File: config.mk
export PLATFORM = sky130hd
export DESIGN_NAME = sram_sleep_ctrl
export DESIGN_NICKNAME = d
export VERILOG_FILES = /design/src/rtl/sram_sleep_pkg.sv /design/src/rtl/sram_sleep_sync.sv /design/src/rtl/sram_sleep_fsm.sv /design/src/rtl/sram_sleep_gate.sv /design/src/rtl/sram_sleep_ctrl.sv
export SDC_FILE = /design/constraint.sdc
export NUM_CORES = 1
export LEC_CHECK = 0
export BUFFER_PORTS_ARGS = -buffer_cell sky130_fd_sc_hd__buf_4
export CORE_AREA = 2 2 39 41
export CTS_CLUSTER_SIZE = 25
export DETAILED_ROUTE_END_ITERATION = 10
export DIE_AREA = 0 0 41 43
export SYNTH_ARGS = -nofsm -noshare
export SYNTH_HDL_FRONTEND = slang
export SYNTH_SLANG_ARGS = --single-unit
File: constraint.sdc
create_clock -name clk -period 1.35 [get_ports clk]
set_clock_uncertainty 0.15 [all_clocks]
set_input_delay 0.27 -clock clk [delete_from_list [all_inputs] [get_ports clk]]
set_output_delay 0.27 -clock clk [all_outputs]
set_load 0.03 [all_outputs]
File: src/rtl/sram_sleep_pkg.sv
`timescale 1ns/1ps
package sram_sleep_pkg;

  typedef enum logic [1:0] {
    ST_AWAKE   = 2'd0,
    ST_ASLEEP  = 2'd1,
    ST_RECOVER = 2'd2
  } slp_state_e;

  // Whole clock cycles that cover a time window, never fewer than one.
  function automatic int unsigned cycles_for(input int unsigned win_ps,
                                             input int unsigned per_ps);
    int unsigned q;
    q = (per_ps == 0) ? 1 : (win_ps + per_ps - 1) / per_ps;
    return (q == 0) ? 1 : q;
  endfunction

  function automatic logic is_write(input logic sel, input logic wr);
    return sel & wr;
  endfunction

endpackage

File: src/rtl/sram_sleep_sync.sv
`timescale 1ns/1ps
module sram_sleep_sync #(
  parameter int unsigned STAGES = 2
) (
  input  logic clk,
  input  logic rst_n,
  input  logic d_i,
  output logic q_o
);
  logic [STAGES-1:0] chain;

  generate
    for (genvar g = 0; g < STAGES; g++) begin : g_stage
      if (g == 0) begin : g_first
        always_ff @(posedge clk or negedge rst_n) begin
          if (!rst_n) chain[0] <= 1'b0;
          else        chain[0] <= d_i;
        end
      end else begin : g_next
        always_ff @(posedge clk or negedge rst_n) begin
          if (!rst_n) chain[g] <= 1'b0;
          else        chain[g] <= chain[g-1];
        end
      end
    end
  endgenerate

  assign q_o = chain[STAGES-1];
endmodule

File: src/rtl/sram_sleep_fsm.sv
`timescale 1ns/1ps
module sram_sleep_fsm
  import sram_sleep_pkg::*;
#(
  parameter int unsigned ENTRY_CYC = 2,
  parameter int unsigned REC_CYC   = 2
) (
  input  logic       clk,
  input  logic       rst_n,
  input  logic       req_sync_i,
  output slp_state_e state_o,
  output logic       entry_hit_o,
  output logic       rec_done_o
);
  localparam int unsigned EW = (ENTRY_CYC < 2) ? 1 : $clog2(ENTRY_CYC);
  localparam int unsigned RW = (REC_CYC < 2) ? 1 : $clog2(REC_CYC);
  localparam logic [EW-1:0] ENT_LAST = EW'(ENTRY_CYC - 1);
  localparam logic [RW-1:0] REC_LAST = RW'(REC_CYC - 1);

  slp_state_e    state;
  logic [EW-1:0] ent_cnt;
  logic [RW-1:0] rec_cnt;

  assign entry_hit_o = req_sync_i && (state != ST_ASLEEP) && (ent_cnt == ENT_LAST);
  assign rec_done_o  = (state == ST_RECOVER) && (rec_cnt == REC_LAST);
  assign state_o     = state;

  always_ff @(posedge clk or negedge rst_n) begin
    if (!rst_n) begin
      state   <= ST_AWAKE;
      ent_cnt <= '0;
      rec_cnt <= '0;
    end else if (state == ST_ASLEEP) begin
      ent_cnt <= '0;
      if (!req_sync_i) begin
        state   <= ST_RECOVER;
        rec_cnt <= '0;
      end
    end else if (entry_hit_o) begin
      state   <= ST_ASLEEP;
      ent_cnt <= '0;
    end else begin
      ent_cnt <= req_sync_i ? ent_cnt + 1'b1 : '0;
      if (rec_done_o)                state   <= ST_AWAKE;
      else if (state == ST_RECOVER)  rec_cnt <= rec_cnt + 1'b1;
    end
  end
endmodule

File: src/rtl/sram_sleep_gate.sv
`timescale 1ns/1ps
module sram_sleep_gate
  import sram_sleep_pkg::*;
(
  input  logic       clk,
  input  logic       rst_n,
  input  slp_state_e state_i,
  input  logic       sel_i,
  input  logic       wr_i,
  input  logic       oe_i,
  output logic       core_sel_o,
  output logic       core_wr_o,
  output logic       out_en_o,
  output logic       gate_o,
  output logic       blocked_o,
  output logic       err_o
);
  logic pass;

  always_comb begin
    blocked_o  = (state_i == ST_RECOVER) && is_write(sel_i, wr_i);
    pass       = (state_i == ST_AWAKE) || ((state_i == ST_RECOVER) && !blocked_o);
    gate_o     = pass;
    core_sel_o = sel_i & pass;
    core_wr_o  = is_write(sel_i, wr_i) & pass;
    out_en_o   = oe_i & (state_i != ST_ASLEEP);
  end

  always_ff @(posedge clk or negedge rst_n) begin
    if (!rst_n)         err_o <= 1'b0;
    else if (blocked_o) err_o <= 1'b1;
  end
endmodule

File: src/rtl/sram_sleep_ctrl.sv
`timescale 1ns/1ps
module sram_sleep_ctrl
  import sram_sleep_pkg::*;
#(
  parameter int unsigned CLK_PERIOD_PS = 10000,
  parameter int unsigned RECOVERY_PS   = 20000,
  parameter int unsigned SYNC_STAGES   = 2,
  parameter int unsigned ENTRY_CYC     = 2
) (
  input  logic clk,
  input  logic rst_n,
  input  logic sleep_req_i,
  input  logic sel_i,
  input  logic wr_i,
  input  logic oe_i,
  output logic core_sel_o,
  output logic core_wr_o,
  output logic out_en_o,
  output logic gate_o,
  output logic sleep_o,
  output logic recov_o,
  output logic err_o
);
  localparam int unsigned REC_CYC = cycles_for(RECOVERY_PS, CLK_PERIOD_PS);

  // Named internal events, observed by the bound checker.
  logic       req_sync;
  logic       entry_hit;
  logic       rec_done;
  logic       blocked;
  slp_state_e state;

  sram_sleep_sync #(.STAGES(SYNC_STAGES)) u_sync (
    .clk   (clk),
    .rst_n (rst_n),
    .d_i   (sleep_req_i),
    .q_o   (req_sync)
  );

  sram_sleep_fsm #(.ENTRY_CYC(ENTRY_CYC), .REC_CYC(REC_CYC)) u_fsm (
    .clk         (clk),
    .rst_n       (rst_n),
    .req_sync_i  (req_sync),
    .state_o     (state),
    .entry_hit_o (entry_hit),
    .rec_done_o  (rec_done)
  );

  sram_sleep_gate u_gate (
    .clk        (clk),
    .rst_n      (rst_n),
    .state_i    (state),
    .sel_i      (sel_i),
    .wr_i       (wr_i),
    .oe_i       (oe_i),
    .core_sel_o (core_sel_o),
    .core_wr_o  (core_wr_o),
    .out_en_o   (out_en_o),
    .gate_o     (gate_o),
    .blocked_o  (blocked),
    .err_o      (err_o)
  );

  assign sleep_o = (state == ST_ASLEEP);
  assign recov_o = (state == ST_RECOVER);
endmodule

Word-level counts from Yosys, hierarchy flattened
Index checks and enable logic that the tools add are counted.
{"block": "totals", "romBits": 0, "inputBits": 6, "regBits": 7, "memories": 0, "wordCells": 42, "latch_bits": 0, "mem_bits_rw": 0, "output_inout_bits": 7}
{"block": "classes", "add_sub_neg": 2, "n_mul": 0, "order_cmp": 0, "n_eq_ne": 6, "bitwise_logic": 4, "reduce_logical": 12, "muxes": 12, "shift": 0, "div_mod_pow": 0}
{"op": "two-way mux 1 bit", "n": 8}
{"op": "two-way mux 2 bit", "n": 4}
{"op": "!= test 2 bit (second input constant)", "n": 3}
{"op": "logical AND 1 bit", "n": 5}
{"op": "AND 1 bit", "n": 4}
{"op": "AND reduction 4 bit", "n": 1}
{"op": "nonzero test 3 bit", "n": 1}
{"op": "adder 1 bit (second input constant)", "n": 2}
{"op": "equality test 2 x 1 -> 1 bit (second input constant)", "n": 1}
{"op": "equality test 2 bit (second input constant)", "n": 1}
{"op": "logical NOT 2 bit", "n": 1}
{"op": "!= test 2 x 1 -> 1 bit (second input constant)", "n": 1}
{"op": "AND reduction 2 bit", "n": 1}
{"op": "nonzero test 2 bit", "n": 1}
{"op": "logical NOT 1 bit", "n": 1}
{"op": "logical OR 1 bit", "n": 1}

Longest topological paths before layout
Gate-level depths: netlist of run 1.
{"block": "logic_depth", "ltp_word": 6, "ltp_mapped": 5}

Hierarchy
From an unflattened synthesis of run 1, not the netlist that was laid out.
{"block": "hier_totals", "cells_unflattened": 37, "area_unflattened_um2": 387.9}
{"module": "sram_sleep_fsm", "cells_each": 23, "n_inst": 1, "area_per_inst_um2": 230.2}
{"module": "sram_sleep_gate", "cells_each": 10, "n_inst": 1, "area_per_inst_um2": 92.6}
{"module": "sram_sleep_sync", "cells_each": 2, "n_inst": 1, "area_per_inst_um2": 50.0}
{"module": "sram_sleep_ctrl", "cells_each": 2, "n_inst": 1, "area_per_inst_um2": 15.0}

Least setup slack after synthesis of run 1
No wires, ideal clock.
{"block": "synth_path", "kind": "register -> output", "startpoint": "register u_fsm.state[0], in the netlist u_fsm.state_o[0]", "endpoint": "output core_sel_o", "path_slack_ps": -591, "stages_incl_launch_ff": 5, "t_required_ps": 930, "t_arrival_ps": 1521, "cell_sequence": "dfrtp_1 inv_1 ha_1 a21o_1 and2_1"}
{"block": "synth_via", "elab_chain_len": 6, "word_cells_on_any_way": 7}
{"item": "start: declaration", "line": "sram_sleep_fsm.sv:20", "source": "slp_state_e state;"}
{"item": "start signal: assignment", "line": "sram_sleep_fsm.sv:30", "source": "state <= ST_AWAKE;"}
{"item": "start signal: assignment", "line": "sram_sleep_fsm.sv:36", "source": "state <= ST_RECOVER;"}
{"item": "start signal: assignment", "line": "sram_sleep_fsm.sv:40", "source": "state <= ST_ASLEEP;"}
{"item": "equality test 2 bit (*)"}
{"item": "via recov_o", "line": "sram_sleep_ctrl.sv:21", "source": "output logic recov_o,"}
{"item": "logical AND 1 bit", "line": "sram_sleep_gate.sv:21", "source": "blocked_o = (state_i == ST_RECOVER) && is_write(sel_i, wr_i);"}
{"item": "logical NOT 1 bit", "line": "sram_sleep_gate.sv:22", "source": "pass = (state_i == ST_AWAKE) || ((state_i == ST_RECOVER) && !blocked_o);"}
{"item": "logical AND 1 bit (*)", "line": "sram_sleep_gate.sv:22"}
{"item": "logical OR 1 bit (*)", "line": "sram_sleep_gate.sv:22"}
{"item": "via gate_o", "line": "sram_sleep_ctrl.sv:19", "source": "output logic gate_o,"}
{"item": "AND 1 bit (*)", "line": "sram_sleep_gate.sv:24", "source": "core_sel_o = sel_i & pass;"}
{"item": "end: declaration", "line": "sram_sleep_ctrl.sv:16", "source": "output logic core_sel_o,"}
Mark *: on every way through the listed nets, which the timed path passes. The rest lies on a longest branch.

Worst setup path in the final report of run 1
{"block": "layout_path", "startpoint": "register u_fsm.state[1], in the netlist u_fsm.state_o[1]", "endpoint": "output core_sel_o"}
{"block": "layout_via", "elab_chain_len": 6, "word_cells_on_any_way": 7}
{"item": "equality test 2 bit", "line": "sram_sleep_gate.sv:21, sram_sleep_gate.sv:22"}
{"item": "logical AND 1 bit", "line": "sram_sleep_gate.sv:21"}
{"item": "logical NOT 1 bit", "line": "sram_sleep_gate.sv:22"}
{"item": "logical AND 1 bit", "line": "sram_sleep_gate.sv:22"}
{"item": "logical OR 1 bit (*)", "line": "sram_sleep_gate.sv:22"}
{"item": "AND 1 bit (*)", "line": "sram_sleep_gate.sv:24"}
Mark *: on every way between the ends. The rest lies on a longest branch, timed or not.

==> results of run 1 <==
==> routing by layer <==
| metal | routed length (um) | vias to the layer above | global-route usage, % |
|---|---|---|---|
| li1 | - | 187 | - |
| met1 | 400 | 171 | 14.9 |
| met2 | 499 | 10 | 21.6 |
| met3 | 44 | 0 | 1.57 |
| met4 | 0 | 0 | 6.00 |
| met5 | 0 | - | 0 |
==> layout make-up <==
type / count / area, um^2
clock buffers: 3 / 22.5
clock inverters: 1 / 5.00
fillers: 116 / 616
inverters: 4 / 17.5
multi-input cells: 25 / 297
flip-flops and latches: 7 / 176
well taps: 16 / 20.0
repair buffers: 26 / 230
==> placed cells by master, fill, tap and decap left out, drive strengths merged <==
cell / Yosys / routed
a21o: 1 / 1
dlygate4sd3: 0 / 2
clkinv: 0 / 1
a31oi: 1 / 1
a41oi: 1 / 1
and3: 1 / 1
ha: 5 / 5
buf: 0 / 24
dfrtp: 7 / 7
a32o: 1 / 1
a21oi: 2 / 2
nand2: 3 / 3
nor3b: 1 / 1
and2: 2 / 2
a22o: 1 / 1
nor2: 1 / 1
nor2b: 1 / 1
o21ai: 2 / 2
inv: 4 / 4
clkbuf: 0 / 3
a31o: 1 / 1
o221ai: 1 / 1
==> state kept, by name, indices dropped and copies added (netlist names) <==
| name | cells |
|---|---|
| u_sync.chain | 1 |
| u_fsm.state_o | 2 |
| u_fsm.rec_cnt | 1 |
| u_sync.q_o | 1 |
| u_gate.err_o | 1 |
| u_fsm.ent_cnt | 1 |
==> metrics by stage <==
stage / instances / instance area (um^2)
floorplan: 36 / 429
global placement: 72 / 599
detailed placement: 72 / 599
CTS: 81 / 739
global route: 82 / 768
finish: 82 / 768
==> final timing paths <==
kind                               endpoint  slack (ns)
min reg2reg                      u_sync.q_o        0.21
min in group asynchronous     u_fsm.rec_cnt        0.21
max in group asynchronous  u_fsm.state_o[0]        0.70
min                            u_gate.err_o        0.13
max reg2reg                u_fsm.state_o[0]       -0.26
max                              core_sel_o       -0.40
==> timing repair <==
item	in CTS	in global routing
setup endpoints to repair	10	10
buffers inserted	4	1
hold endpoints to repair	8	0
hold buffers	2	0
gates cloned	0	0
pin swaps	6	4
gates resized for setup	16	5
==> power by group through the flow <==
| stage | clock network [mW] | logic (mW) | registers [mW] |
|---|---|---|---|
| after floorplan | 0 | 0.598 | 0.349 |
| after global placement | 0 | 0.919 | 0.341 |
| after detailed placement | 0 | 0.928 | 0.343 |
| after CTS | 0.202 | 1.17 | 0.341 |
| after global routing | 0.219 | 1.33 | 0.355 |
| final | 0.192 | 1.23 | 0.347 |
==> kinds of logic after synthesis <==
group,after synthesis,synth area share (%)
compound gates,11,20.7
fa+ha+maj,5,16.4
buf+inv,4,3.95
flops,7,46.1
simple gates,9,12.8
==> results.md, run 1 <==
* Final hold slack at roughly 0.13 ns
* Area Overhead vs Synth at 102%
* Post-synth ARST share at between 90% and 100%
* Peak supply drop at between 1000 and 1500 uV
* # rows at 14
* Netlist cell types at 19
* Seq/Total Area, Yosys at between 40 and 50%
* P_sw at just over 0.7 mW
* Unrepaired setup endpoints after global routing: yes
* Setup TNS at -2.36 ns
* 1st-pass router iterations at 2
* Worst Path Arrival at around 1.3 ns
* Layout cells sized above 1 at ~68%
* Mapped Cells at 36
* Area leader, netlist: dfrtp_1
* HPWL Detailed at 643 um
* DRC viols at 0
* Fin nets at 78
* Mapped Area at roughly 380 um^2
* Die Wd at a little over 40 um
* Total global-route track usage at approximately an eighth
* Number of synthesized register bits at 7
* Vias in the first global route at 355
* Net count after synthesis at 47
* Initial antenna violation count at 0
* Hold Violations, Final at 0
* Slowest stage cell, crit path: dfrtp_1
* Req. time, crit path at around 0.93 ns
* P_int at 1.05 mW
* Comb power frac at 69.5%
* Vias at between 300 and 400
* Share of the synthesized area in the top cell type at roughly 46%
* Power Dens Cells at ~2300 nW/um^2
* Starting Density at between 20% and 30%
* Fmax at 571 MHz
* DR WL/cell at between 10 and 15 um
* Initial DRC count at 2
* Avg Cell Area, Syn at 10.6 um^2
* Final Critical Period at 1.75 ns
* CP Cell Sequence: inv_2 > ha_4 > a21o_4 > and2_4 > buf_6
* Sequential share of power at 19.6%
* Outcome: complete, but fails checks
* Setup CP Type: register to output pin
* Leakage at between 0.3 and 0.4 nW
* Vias per cell at 4.49
* Slew Limit Fails at 0
* Critical Path End Type: output pin
* Buf/Inv on CP at 2
* Setup WS pre-CTS at -0.199 ns
* Synth Flop Type: dfrtp_1
* Sw frac at around 40%
* Period utilization at 130%
* GP Congestion at 0.801
* Violated checks: setup timing
* Count leader, synth: dfrtp_1
* Later-pin clock latency in the skew report at 0.25 ns
* Hold Startpoint: wr_i
* Max Fanout on Critical Path at 3
* Synth top area cells: dfrtp_1 (46%), ha_1 (16%), inv_1 (3.9%), nand2_1 (3.0%), a21oi_1 (2.6%)
* Yosys warning count at 0
* Clock sink total at 7
* Max Cap Viol at 0
* Post-DRT Antenna Nets at 0
* Number of synthesized flops with an enable pin at 0
* Actual slew at the worst max-slew pin at between 0.2 and 0.25 ns
* Cell count along the critical path at 5
* Util after Layout at 55.5%
* CP max stage delay at approximately 0.40 ns
* Core area at approximately 1400 um^2
* I/O pin count at 13
* Worst Hold Class: input port to register
* Critical Path Start Type: register
* Pin count of the biggest net entering global routing at 8
* Critical path startpoint: u_fsm.state_o[1]
* Die H at about 43 um
* Root Buffer: clkbuf_4
* CTS tree: yes
* R2R cell count at 7
* Largest buffer count on any clock path at 2
* Crit path max-delay family: flip-flops
* GRT overflow at 0
* Worst-path clk slew at roughly 0.060 ns
* Relative slew slack at 84.9%
* WHS Path Cells at 2
* Die area at approximately 1800 um^2
* Final setup margin at -0.401 ns
* Clock share of power at a little over a tenth
* Design Power at 1.77 mW
* CTS Buf Count at 3
* Critical R2R Launch: u_fsm.state_o[1]
* Antenna cells at 0
* First-pass GRT wire length at 1510 um
* Synth top cells by count: dfrtp_1 (7), ha_1 (5), inv_1 (4), nand2_1 (3)
* Port bufs at 12
* Total length of routed wires at 944 um
* Setup violators final at 10
* H-tree level count at 1
(Power assumes the default switching activity.)
==> inputs of run 2 (changes only) <==
--- a/config.mk
+++ b/config.mk
@@ -7,6 +7,7 @@
 export LEC_CHECK = 0
 export BUFFER_PORTS_ARGS = -buffer_cell sky130_fd_sc_hd__buf_4
 export CORE_AREA = 2 2 39 41
+export CTS_BUF_LIST = sky130_fd_sc_hd__clkbuf_8
 export CTS_CLUSTER_SIZE = 25
 export DETAILED_ROUTE_END_ITERATION = 10
 export DIE_AREA = 0 0 41 43
==> run 2 against run 1 <==
The flow still finishes with violations (setup timing). Non-clock buffer count increased by 1. Via count increased by 1.9%. Register-to-register slack about the same. Clock-buffer cell count unchanged. Worst hold slack improved by 0.031 ns. Clock power increased by 54%. Design area increased by 3.9%. Sequential power about the same. Setup slack improved by 0.028 ns. Sequential cell count unchanged.
==> results.md, run 2 (synthesized netlist as in run 1, its figures left out) <==
* Unrepaired setup endpoints after global routing: yes
* CTS Buf Count at 3
* Filler cells at ~110
* Slew Limit Fails at 0
* Util after Layout at approximately 58%
* Starting Density at between 20% and 30%
* Setup violators final at 10
* Setup TNS at -2.22 ns
* Clock sink total at 7
* Die H at about 43 um
* Actual slew at the worst max-slew pin at about 0.23 ns
* Final Non-Filler Cells at 83
* DRC viols at 0
* Initial DRC count at 4
* Critical path startpoint: u_fsm.state_o[1]
* Die area at between 1500 and 2000 um^2
* Final setup margin at -0.373 ns
* GP Congestion at 0.801
* Req. time, crit path at 0.93 ns
* Cells after DPL at 72
* Period utilization at 128%
* Area Overhead vs Synth at 110%
* Vias per cell at ~4.5
* Largest register FFs at 2
* Hold Violations, Final at 0
* Most frequent cells in the layout: buf_4 (16), buf_6 (9), dfrtp_1 (6), ha_4 (5)
* First-pass GRT wire length at 1440 um
* CP max stage delay at about 0.40 ns
* Core area at around 1400 um^2
* Setup WS pre-CTS at -0.199 ns
* Worst Path Arrival at around 1.3 ns
* Port bufs at 12
* Pin count of the biggest net entering global routing at 8
* Root Buffer: clkbuf_8
* Slowest stage cell, crit path: dfrtp_1
* Outcome: complete, but fails checks
* HPWL Detailed at approximately 640 um
* R2R Setup Slk at -0.27 ns
* Max Cap Viol at 0
* Buf/Inv on CP at 2
* GRT overflow at 0
* Layout cells sized above 1 at between 60% and 70%
* Later-pin clock latency in the skew report at ~0.22 ns
* H-tree level count at 1
* Top Layer Used: met3
* DR WL/cell at about 11 um
* Max Fanout on Critical Path at 3
* Worst Hold Class: input port to register
* Total global-route track usage at around an eighth
* WL met2 at roughly 470 um
* Worst-path clk slew at ~0.04 ns
* Relative slew slack at 84.7%
* Largest buffer count on any clock path at 2
* Commonest non-fill, non-tap cell in the layout: buf_4
* Critical R2R Launch: u_fsm.state_o[1]
* Vias at about 380
* Fmax at approximately 580 MHz
* Post-DRT Antenna Nets at 0
* Antenna cells at 0
* Critical Path End Type: output pin
* Crit path max-delay family: flip-flops
* Initial antenna violation count at 0
* # rows at 14
* CTS tree: yes
* Power Dens Cells at approximately 2400 nW/um^2
* I/O pin count at 13
* Met3 Routed Length at around 37 um
* Fin nets at slightly below 80
* Die Wd at between 40 and 50 um
* Setup CP Type: register to output pin
* Vias in the first global route at ~350
* Peak supply drop at roughly 1200 uV
* Hold Startpoint: wr_i
* Leakage at 0.356 nW
* Total length of routed wires at ~930 um
* Violated checks: setup timing
* Critical Path Start Type: register
* 1st-pass router iterations at 4
* Final Critical Period at 1.72 ns
* Routed length on met1 at 419 um
* CP Cell Sequence: inv_2 > ha_4 > a21o_4 > and2_4 > buf_6
==> run 2: cell count changes in the layout (fill, tap and decap cells not counted), sizes merged <==
cell / previous run / this run
buf: 24 / 25
==> run 2: cell type report <==
cell class	instances	area (um^2)	area share [%]
Timing Repair Buffer	27	241	30.3
Clock buffer	3	41.3	5.17
Clock inverter	1	5.00	0.627
Inverter	4	17.5	2.19
Sequential cell	7	176	22.1
Multi-Input combinational cell	25	297	37.1
Tap cell	16	20.0	2.51
==> run 2: worst paths after layout <==
check                      cells after the start          endpoint
min reg2reg                                    0        u_sync.q_o
max                                            5        core_sel_o
max in group asynchronous                      2  u_fsm.state_o[0]
min in group asynchronous                      2     u_fsm.rec_cnt
min                                            2      u_gate.err_o
max reg2reg                                    7  u_fsm.state_o[0]
==> run 2: worst reg2reg max path: cells and delay by family, from the launching register on <==
| kind | cells | cell delay, ns |
|---|---|---|
| DFF | 1 | 0.41 |
| buffers and inverters | 3 | 0.36 |
| AOI/OAI and AO/OA | 2 | 0.39 |
| adders and majority gates | 1 | 0.16 |
| and+or+nand+nor | 1 | 0.04 |
==> run 2: power breakdown <==
group,internal [mW],switching [mW]
clock network,0.200,0.0951
registers,0.274,0.0745
logic,0.692,0.571
==> run 2: routing by layer <==
layer  up-vias  global-route usage, %
li1        190                      -
met2        12                   20.3
met4         0                   4.00
met5         -                      0
met3         0                   1.57
met1       173                   14.2
==> run 2: metrics by stage <==
stage	hold slack [ns]	total power, mW	area (um^2)
finish	0.166	1.91	798
global route	0.165	2.04	798
CTS	0.166	1.81	758
detailed placement	-0.0601	1.27	599
global placement	-0.0625	1.26	599
floorplan	-0.176	0.947	429
==> run 2: repair_timing <==
action                                 CTS  global route
hold buffers                             2             0
gates resized for setup                 16             6
endpoints found under the hold margin    8             0
cloned                                   0             0
buffers inserted                         4             2
pin swaps                                5             3
setup endpoints to repair               10            11
